--- src/rtl/cel_pkg.sv ---
package cel_pkg;
   localparam int EVT_N      = 6;
   localparam int CODE_W     = 8;
   localparam int EVT_START  = 0;
   localparam int CODE_SHIFT = 1;
endpackage

--- src/rtl/cel_ms_timer.sv ---
module cel_ms_timer #(
   parameter int TICKS_PER_MS = 125000,
   parameter int MS_W         = 32
) (
   input  logic            clk,
   input  logic            rst_n,
   input  logic            restart,
   output logic [MS_W-1:0] ms_o
);
   generate
      if (TICKS_PER_MS < 1) begin : g_bad
         $error("TICKS_PER_MS must be at least 1");
      end
      if (TICKS_PER_MS == 1) begin : g_direct
         always_ff @(posedge clk) begin
            if (!rst_n || restart) ms_o <= '0;
            else                   ms_o <= ms_o + 1'b1;
         end
      end else begin : g_prescale
         localparam int TW = $clog2(TICKS_PER_MS);
         localparam logic [TW-1:0] TLAST = TW'(TICKS_PER_MS - 1);
         logic [TW-1:0] tick_q;
         always_ff @(posedge clk) begin
            if (!rst_n || restart) begin
               tick_q <= '0;
               ms_o   <= '0;
            end else if (tick_q == TLAST) begin
               tick_q <= '0;
               ms_o   <= ms_o + 1'b1;
            end else begin
               tick_q <= tick_q + 1'b1;
            end
         end
      end
   endgenerate

   assert_ms_restart_R7: assert property (@(posedge clk) disable iff (!rst_n)
      restart |=> ms_o == '0);
endmodule

--- src/rtl/cel_slot_ctrl.sv ---
module cel_slot_ctrl #(
   parameter int CYC_W     = 32,
   parameter int CYC_SEL_W = 2,
   parameter int SLOT_W    = 4
) (
   input  logic                        clk,
   input  logic                        rst_n,
   input  logic                        start_i,
   input  logic                        any_i,
   output logic                        wr_en_o,
   output logic [CYC_SEL_W+SLOT_W-1:0] addr_o,
   output logic [CYC_W-1:0]            cycle_o
);
   localparam logic [SLOT_W-1:0] SLOT_FIRST = SLOT_W'(1);

   generate
      if (SLOT_W < 1 || CYC_SEL_W < 1 || CYC_SEL_W > CYC_W) begin : g_bad
         $error("bad slot or cycle-select width");
      end
   endgenerate

   logic [SLOT_W-1:0] slot_q;
   logic              full_q;
   logic [CYC_W-1:0]  cyc_next;

   assign cyc_next = cycle_o + 1'b1;

   always_ff @(posedge clk) begin
      if (!rst_n) begin
         cycle_o <= '0;
         slot_q  <= '0;
         full_q  <= 1'b0;
         wr_en_o <= 1'b0;
         addr_o  <= '0;
      end else begin
         wr_en_o <= 1'b0;
         if (start_i) begin
            cycle_o <= cyc_next;
            wr_en_o <= 1'b1;
            addr_o  <= {cyc_next[CYC_SEL_W-1:0], {SLOT_W{1'b0}}};
            slot_q  <= SLOT_FIRST;
            full_q  <= 1'b0;
         end else if (any_i && !full_q) begin
            wr_en_o <= 1'b1;
            addr_o  <= {cycle_o[CYC_SEL_W-1:0], slot_q};
            if (slot_q == {SLOT_W{1'b1}}) full_q <= 1'b1;
            else                          slot_q <= slot_q + 1'b1;
         end
      end
   end

   assert_slot0_on_start_R4: assert property (@(posedge clk) disable iff (!rst_n)
      start_i |=> wr_en_o && addr_o[SLOT_W-1:0] == '0);
   assert_cycle_step_R4: assert property (@(posedge clk) disable iff (!rst_n)
      start_i |=> cycle_o == $past(cycle_o) + 1'b1);
   assert_cycle_hold_R4: assert property (@(posedge clk) disable iff (!rst_n)
      !start_i |=> $stable(cycle_o));
   assert_idle_no_write_R9: assert property (@(posedge clk) disable iff (!rst_n)
      !any_i |=> !wr_en_o);
   assert_block_sel_R3: assert property (@(posedge clk) disable iff (!rst_n)
      wr_en_o |-> addr_o[CYC_SEL_W+SLOT_W-1:SLOT_W] == cycle_o[CYC_SEL_W-1:0]);
endmodule

--- src/rtl/cel_entry_fmt.sv ---
module cel_entry_fmt
   import cel_pkg::*;
#(
   parameter int PTR_W = 24
) (
   input  logic                    clk,
   input  logic                    rst_n,
   input  logic [EVT_N-1:0]        evt_i,
   input  logic [PTR_W-1:0]        ptr_i,
   output logic [CODE_W+PTR_W-1:0] entry_o
);
   generate
      if (EVT_N + CODE_SHIFT > CODE_W) begin : g_bad
         $error("event code does not fit its field");
      end
   endgenerate

   logic [CODE_W-1:0] code;
   genvar k;
   generate
      for (k = 0; k < CODE_W; k++) begin : g_code
         if (k >= CODE_SHIFT && k < EVT_N + CODE_SHIFT) begin : g_map
            assign code[k] = evt_i[k-CODE_SHIFT];
         end else begin : g_zero
            assign code[k] = 1'b0;
         end
      end
   endgenerate

   always_ff @(posedge clk) begin
      if (!rst_n)       entry_o <= '0;
      else if (|evt_i)  entry_o <= {code, ptr_i};
   end
endmodule

--- src/rtl/cycle_event_logger.sv ---
module cycle_event_logger
   import cel_pkg::*;
#(
   parameter int PTR_W        = 24,
   parameter int CYC_W        = 32,
   parameter int MS_W         = 32,
   parameter int CYC_SEL_W    = 2,
   parameter int SLOT_W       = 4,
   parameter int TICKS_PER_MS = 125000
) (
   input  logic                        clk,
   input  logic                        rst_n,
   input  logic [5:0]                  evt_i,
   input  logic [PTR_W-1:0]            data_ptr_i,
   output logic                        wr_en_o,
   output logic [CYC_SEL_W+SLOT_W-1:0] wr_addr_o,
   output logic [CODE_W+PTR_W-1:0]     wr_data_o,
   output logic [CYC_W-1:0]            cycle_num_o,
   output logic [MS_W-1:0]             ms_count_o,
   output logic [CYC_SEL_W+SLOT_W-1:0] last_addr_o
);
   logic start, any_evt;
   assign start   = evt_i[EVT_START];
   assign any_evt = |evt_i;

   cel_slot_ctrl #(.CYC_W(CYC_W), .CYC_SEL_W(CYC_SEL_W), .SLOT_W(SLOT_W)) u_slot (
      .clk(clk), .rst_n(rst_n), .start_i(start), .any_i(any_evt),
      .wr_en_o(wr_en_o), .addr_o(wr_addr_o), .cycle_o(cycle_num_o));

   cel_entry_fmt #(.PTR_W(PTR_W)) u_fmt (
      .clk(clk), .rst_n(rst_n), .evt_i(evt_i), .ptr_i(data_ptr_i), .entry_o(wr_data_o));

   cel_ms_timer #(.TICKS_PER_MS(TICKS_PER_MS), .MS_W(MS_W)) u_ms (
      .clk(clk), .rst_n(rst_n), .restart(start), .ms_o(ms_count_o));

   always_ff @(posedge clk) begin
      if (!rst_n)       last_addr_o <= '0;
      else if (wr_en_o) last_addr_o <= wr_addr_o;
   end

   assert_code_field_R2: assert property (@(posedge clk) disable iff (!rst_n)
      wr_en_o |-> !wr_data_o[CODE_W+PTR_W-1] && !wr_data_o[PTR_W]
                  && wr_data_o[CODE_W+PTR_W-1:PTR_W] != '0);
   assert_last_addr_R8: assert property (@(posedge clk) disable iff (!rst_n)
      wr_en_o |=> last_addr_o == $past(wr_addr_o));
endmodule

--- config.mk ---
export PLATFORM = sky130hd
export DESIGN_NAME = cycle_event_logger
export DESIGN_NICKNAME = d
export VERILOG_FILES = /design/src/rtl/cel_pkg.sv /design/src/rtl/cel_ms_timer.sv /design/src/rtl/cel_slot_ctrl.sv /design/src/rtl/cel_entry_fmt.sv /design/src/rtl/cycle_event_logger.sv
export SDC_FILE = /design/constraint.sdc
export NUM_CORES = 1
export LEC_CHECK = 0
export ABC_AREA = 1
export BUFFER_PORTS_ARGS = -buffer_cell sky130_fd_sc_hd__buf_2
export CAP_MARGIN = 20
export CORE_ASPECT_RATIO = 1.5
export CORE_MARGIN = 4
export CORE_UTILIZATION = 40
export DETAILED_ROUTE_END_ITERATION = 12
export GPL_TIMING_DRIVEN = 0
export PLACE_DENSITY = 0.68
export SLEW_MARGIN = 20
export SYNTH_ARGS = -nofsm -noshare
export SYNTH_HDL_FRONTEND = slang
export SYNTH_SLANG_ARGS = --single-unit
--- constraint.sdc ---
create_clock -name clk -period 3.2 [get_ports clk]
set_input_delay 0.32 -clock clk [delete_from_list [all_inputs] [get_ports clk]]
set_output_delay 0.32 -clock clk [all_outputs]
set_load 0.01 [all_outputs]
After elaboration in Yosys (flattened, before gate mapping) --
Cells that the tools add are included.
Storage, ports and cells: bits in registers 129, bits in latches 0, memory bits (writable) 0, bits in read-only memories 0, bits of input ports 32, output and inout port bits 109, word-level logic and storage cells 38, memories 0
Cells by class: add/subtract/negate cells 4, multipliers 0, divide/modulo/power cells 0, magnitude comparators 0, eq/ne operators 3, shifts and indexed selects 0, muxes and demuxes 7, bitwise gates (word level) 2, reduce and logical (&&, ||, !) cells 11
Operators with widths (count):
- adder 32 x 1 -> 32 bit (second input constant) | 2
- adder 17 x 1 -> 17 bit (second input constant) | 1
- equality test 17 bit (second input constant) | 1
- two-way mux 6 bit | 2
- AND reduction 2 bit | 3
- OR reduction 6 bit | 1
- two-way mux 1 bit | 5
- adder 4 x 1 -> 4 bit (second input constant) | 1
- equality test 4 bit (second input constant) | 1
- OR reduction 2 bit | 2
- logical NOT 1 bit | 2
- inequality test 2 bit (second input constant) | 1
- NOT 1 bit | 2
- nonzero test 2 bit | 1
- logical AND 1 bit | 1
- logical OR 1 bit | 1

Logic depth before layout (Yosys ltp) --
word-level depth 4, depth in mapped cells 11, depth with buffers taken out 11

By module --
From an unflattened synthesis, not the netlist that was laid out.
Second synthesis, totals: cell total of the unflattened synthesis 1002, area total of the unflattened synthesis 6592.6 um^2
By module, submodules not included:
- cel_ms_timer | times used 1, cells an instance 447, area an instance 2815.2 um^2
- cel_slot_ctrl | times used 1, cells an instance 330, area an instance 2207.1 um^2
- cel_entry_fmt | times used 1, cells an instance 184, area an instance 1297.5 um^2
- cycle_event_logger | times used 1, cells an instance 41, area an instance 272.8 um^2

Worst setup path before layout --
No wires, ideal clock.
kind register -> register, start reg u_ms.ms_o[1], end reg u_ms.ms_o[22], arrival time 1396 ps, data required time 3084 ps, path slack 1688 ps, cell stages (with the launch flop) 9, period minus slack after synthesis 1512 ps, path through dfxtp_1 ha_1 nand3_1 inv_2 nand4_1 nor2_1 nand3_1 nand2_1 nor2_2
On the way: longest elaborated chain between the ends 1
Ends and longest elaborated chain:
- from (decl) | line cel_ms_timer.sv:8 | output logic [MS_W-1:0] ms_o
- from (signal assigned) | line cel_ms_timer.sv:29 | ms_o <= ms_o + 1'b1;
- adder 32 x 1 -> 32 bit | line cel_ms_timer.sv:29
Every way passes these cells. A chain may end at the register's enable or synchronous reset.

Worst setup path in the final report --
start reg u_ms.g_prescale.tick_q[0], end reg u_ms.ms_o[5]
On the way: longest elaborated chain between the ends 1
Ends and longest elaborated chain:
- from (decl) | line cel_ms_timer.sv:22 | logic [TW-1:0] tick_q;
- from (signal assigned) | line cel_ms_timer.sv:31 | tick_q <= tick_q + 1'b1;
- equality test 17 bit | line cel_ms_timer.sv:27 | end else if (tick_q == TLAST) begin
Every way passes these cells.

==> results.sh <==
export IMPL_fin_hold_ws_ns=0.1322
export IMPL_synth_top_area_share_pct=41.03
export IMPL_cts_tree="done"
export IMPL_maxSlewHeadroom_pct=58.23
export IMPL_p_per_area_nw_per_um2=492.5
export IMPL_dieWidth_um=110.4
export IMPL_drive_above_1_share_pct=22.31
export IMPL_synth_seq_cells=129
export IMPL_grtUsageTotal_pct=19.86
export IMPL_max_stage_delay_ns=0.42
export IMPL_rows=55
export IMPL_dp_final_hpwl_um=13660
export IMPL_period_share_pct=56.79
export IMPL_clkTransAtPathRegs_ns=0.06
export IMPL_synth_area_leaders="dfxtp_1 41%, nand2_1 14%, nor2_1 9.8%"
export IMPL_finalNetCount=1121
export IMPL_drv_slew=0
export IMPL_hold_class="input port to flop"
export IMPL_grt_pass1_vias=6191
export IMPL_overflow=0
export IMPL_htree_num_levels=4
export IMPL_cts_hold_buffers=0
export IMPL_clock_path_buffers=2
export IMPL_avgSynthCellArea_um2=6.775
export IMPL_cts_inserted_buffers=17
export IMPL_final_area_um2=7844
export IMPL_worst_pin_slew_ns=0.6265
export IMPL_fill_cells=1592
export IMPL_drt_iter0_drc=492
export IMPL_diodes=0
export IMPL_die_area_um2=17850
export IMPL_antenna_found_initial=0
export IMPL_setup_viol=0
export IMPL_peakVddDrop_v=0.0002663
export IMPL_rsz0062_at_grt="false"
export IMPL_power_mw=3.863
export IMPL_synthArstFlopShare_pct=0
export IMPL_gp_congestion=0.9035
export IMPL_vias=6305
export IMPL_clock_root_buffer="clkbuf_16"
export IMPL_drtAntennaViolNets=0
export IMPL_clk_latency_ns=0.42
export IMPL_drc=0
export IMPL_cp_end_kind="flop"
export IMPL_finalClockSkew_ns=0.01240
export IMPL_utilization_pct=51.34
export IMPL_synth_area_um2=6294
export IMPL_max_freq_mhz=550.3
export IMPL_viasPerCell=4.861
export IMPL_critPathBufInv=1
export IMPL_syn_instance_count=929
export IMPL_grt_pass1_wl_um=29090
export IMPL_status="completed"
export IMPL_crit_fanout=5
export IMPL_hold_viol_final=0
export IMPL_start_util_pct=41.20
export IMPL_period_needed_ns=1.817
export IMPL_grt_max_degree=17
export IMPL_crit_type="flop to flop"
export IMPL_cp_required_ns=3.51
export IMPL_worstPathCellList="ha_1 > nand2_1 > inv_2 > nand3_1 > nor2_1 > nand3_1 > o21ai_0 > nor2_1"
export IMPL_ys_warnings_count=0
export IMPL_synth_commonest_cells="227 x nand2_1, 165 x nor2_1, 129 x dfxtp_1, 95 x inv_1, 67 x a21oi_1"
export IMPL_cts_resized_gates=0
export IMPL_syn2layout_area_growth_pct=24.63
export IMPL_cts_sinks=129
export IMPL_cp_top_family="simple AND/OR/NAND/NOR gates"
export IMPL_yosysTopAreaCell="dfxtp_1"
export IMPL_postPlaceCellArea_um2=7227
export IMPL_drt_wl_total_um=17720
export IMPL_wl_per_cell_um=13.66
export IMPL_post_cts_buffers=0
export IMPL_finalSetupTns_ns=0
export IMPL_yosysSeqAreaShare_pct=41.03
export IMPL_ioPinCount=141
export IMPL_synthFlopType="dfxtp_1"
export IMPL_synth_distinct_cells=42
export IMPL_die_height_um=161.6
export IMPL_synth_edff_count=0
export IMPL_cellLeakagePower_nw=3.452
export IMPL_firstDrtPassIters=7
export IMPL_start_kind="flop"
export IMPL_drv_cap=0
export IMPL_io_buffers=136
export IMPL_cp_arrival_ns=2.13
export IMPL_core_region_area_um2=15280
export IMPL_crit_path_top_delay_cell="nor2_1"
export IMPL_yosysMostFrequentCell="nand2_1"
-- logic make-up (layout without fill, tap and decap cells) --
logic type               after synthesis  count (layout)  synth area share (%)
flip-flops                           129             129                 41.03
adder cells (fa/ha/maj)                4               4                0.7953
AND/OR/NAND/NOR                      534             534                 38.45
AO/OA/AOI/OAI                        116             116                 9.662
buffers and inverters                134             302                 8.469
other                                  1               2               0.05958
XOR/XNOR                              11              11                 1.531
-- where the power goes --
part / internal, mW / switching, mW
sequential: 1.64 / 0.0239
clock: 1.26 / 0.765
combinational: 0.0686 / 0.109
total: 2.97 / 0.898
-- per-layer routing --
metal,vias to the layer above,global-route usage (%),routed length [um]
li1,3266,-,-
met1,2835,20.80,7126
met2,163,37.49,9285
met3,41,4.348,762
met4,0,9.020,546
met5,-,0,0
-- area by class of cell --
cell class	count	area (um^2)	area share, %
plain buffers	21	108.9	1.388
clock buffers	18	439.2	5.599
clock inverters	14	177.7	2.265
inverters	113	424.2	5.408
multi-input cells	667	3182	40.56
flip-flops and latches	129	2582	32.92
well taps	199	249.0	3.174
repair buffers	136	680.7	8.678
-- sequential cells by signal, summed over array words and instances, names as in the netlist --
| name | count |
|---|---|
| u_ms.g_prescale.tick_q | 17 |
| u_slot.cycle_o | 32 |
| u_fmt.entry_o | 30 |
| last_addr_o | 6 |
| u_slot.full_q | 1 |
| u_ms.ms_o | 32 |
| u_slot.addr_o | 6 |
| u_slot.wr_en_o | 1 |
| u_slot.slot_q | 4 |
-- cell usage in the layout (no fill, tap or decap), drive strengths merged, types with 11 or more instances in the layout --
cell type,count
buf,153
o21ai,37
inv,116
a21oi,67
dfxtp,129
nand2,239
clkbuf,22
nor2,193
nor3,11
nand3,55
nand4,27
-- worst reg2reg max path: stages, from the launching register on --
cell and delay (ns):
dfxtp_1 0.35, ha_1 0.24, nand2_1 0.10, inv_2 0.11, nand3_1 0.10, nor2_1 0.42, nand3_1 0.17, o21ai_0 0.18
nor2_1 0.05
-- final timing paths --
| check | start | end | slack [ns] | cells past startpoint |
|---|---|---|---|---|
| setup reg to reg | u_ms.g_prescale.tick_q[0] | u_ms.ms_o[5] | 1.38 | 8 |
| hold reg to reg | u_ms.g_prescale.tick_q[0] | u_ms.g_prescale.tick_q[0] | 0.45 | 1 |
| hold / removal | evt_i[2] | u_fmt.entry_o[27] | 0.13 | 3 |
| setup / recovery | u_ms.g_prescale.tick_q[0] | u_ms.ms_o[5] | 1.38 | 8 |
-- metrics by stage --
stage               instances  setup slack, ns
floorplan                 930            1.688
global placement         1265            1.424
detailed placement       1265            1.420
CTS                      1297            1.411
global route             1297            1.159
finish                   1297            1.383
No activity file was read; power rests on OpenSTA's default activity.
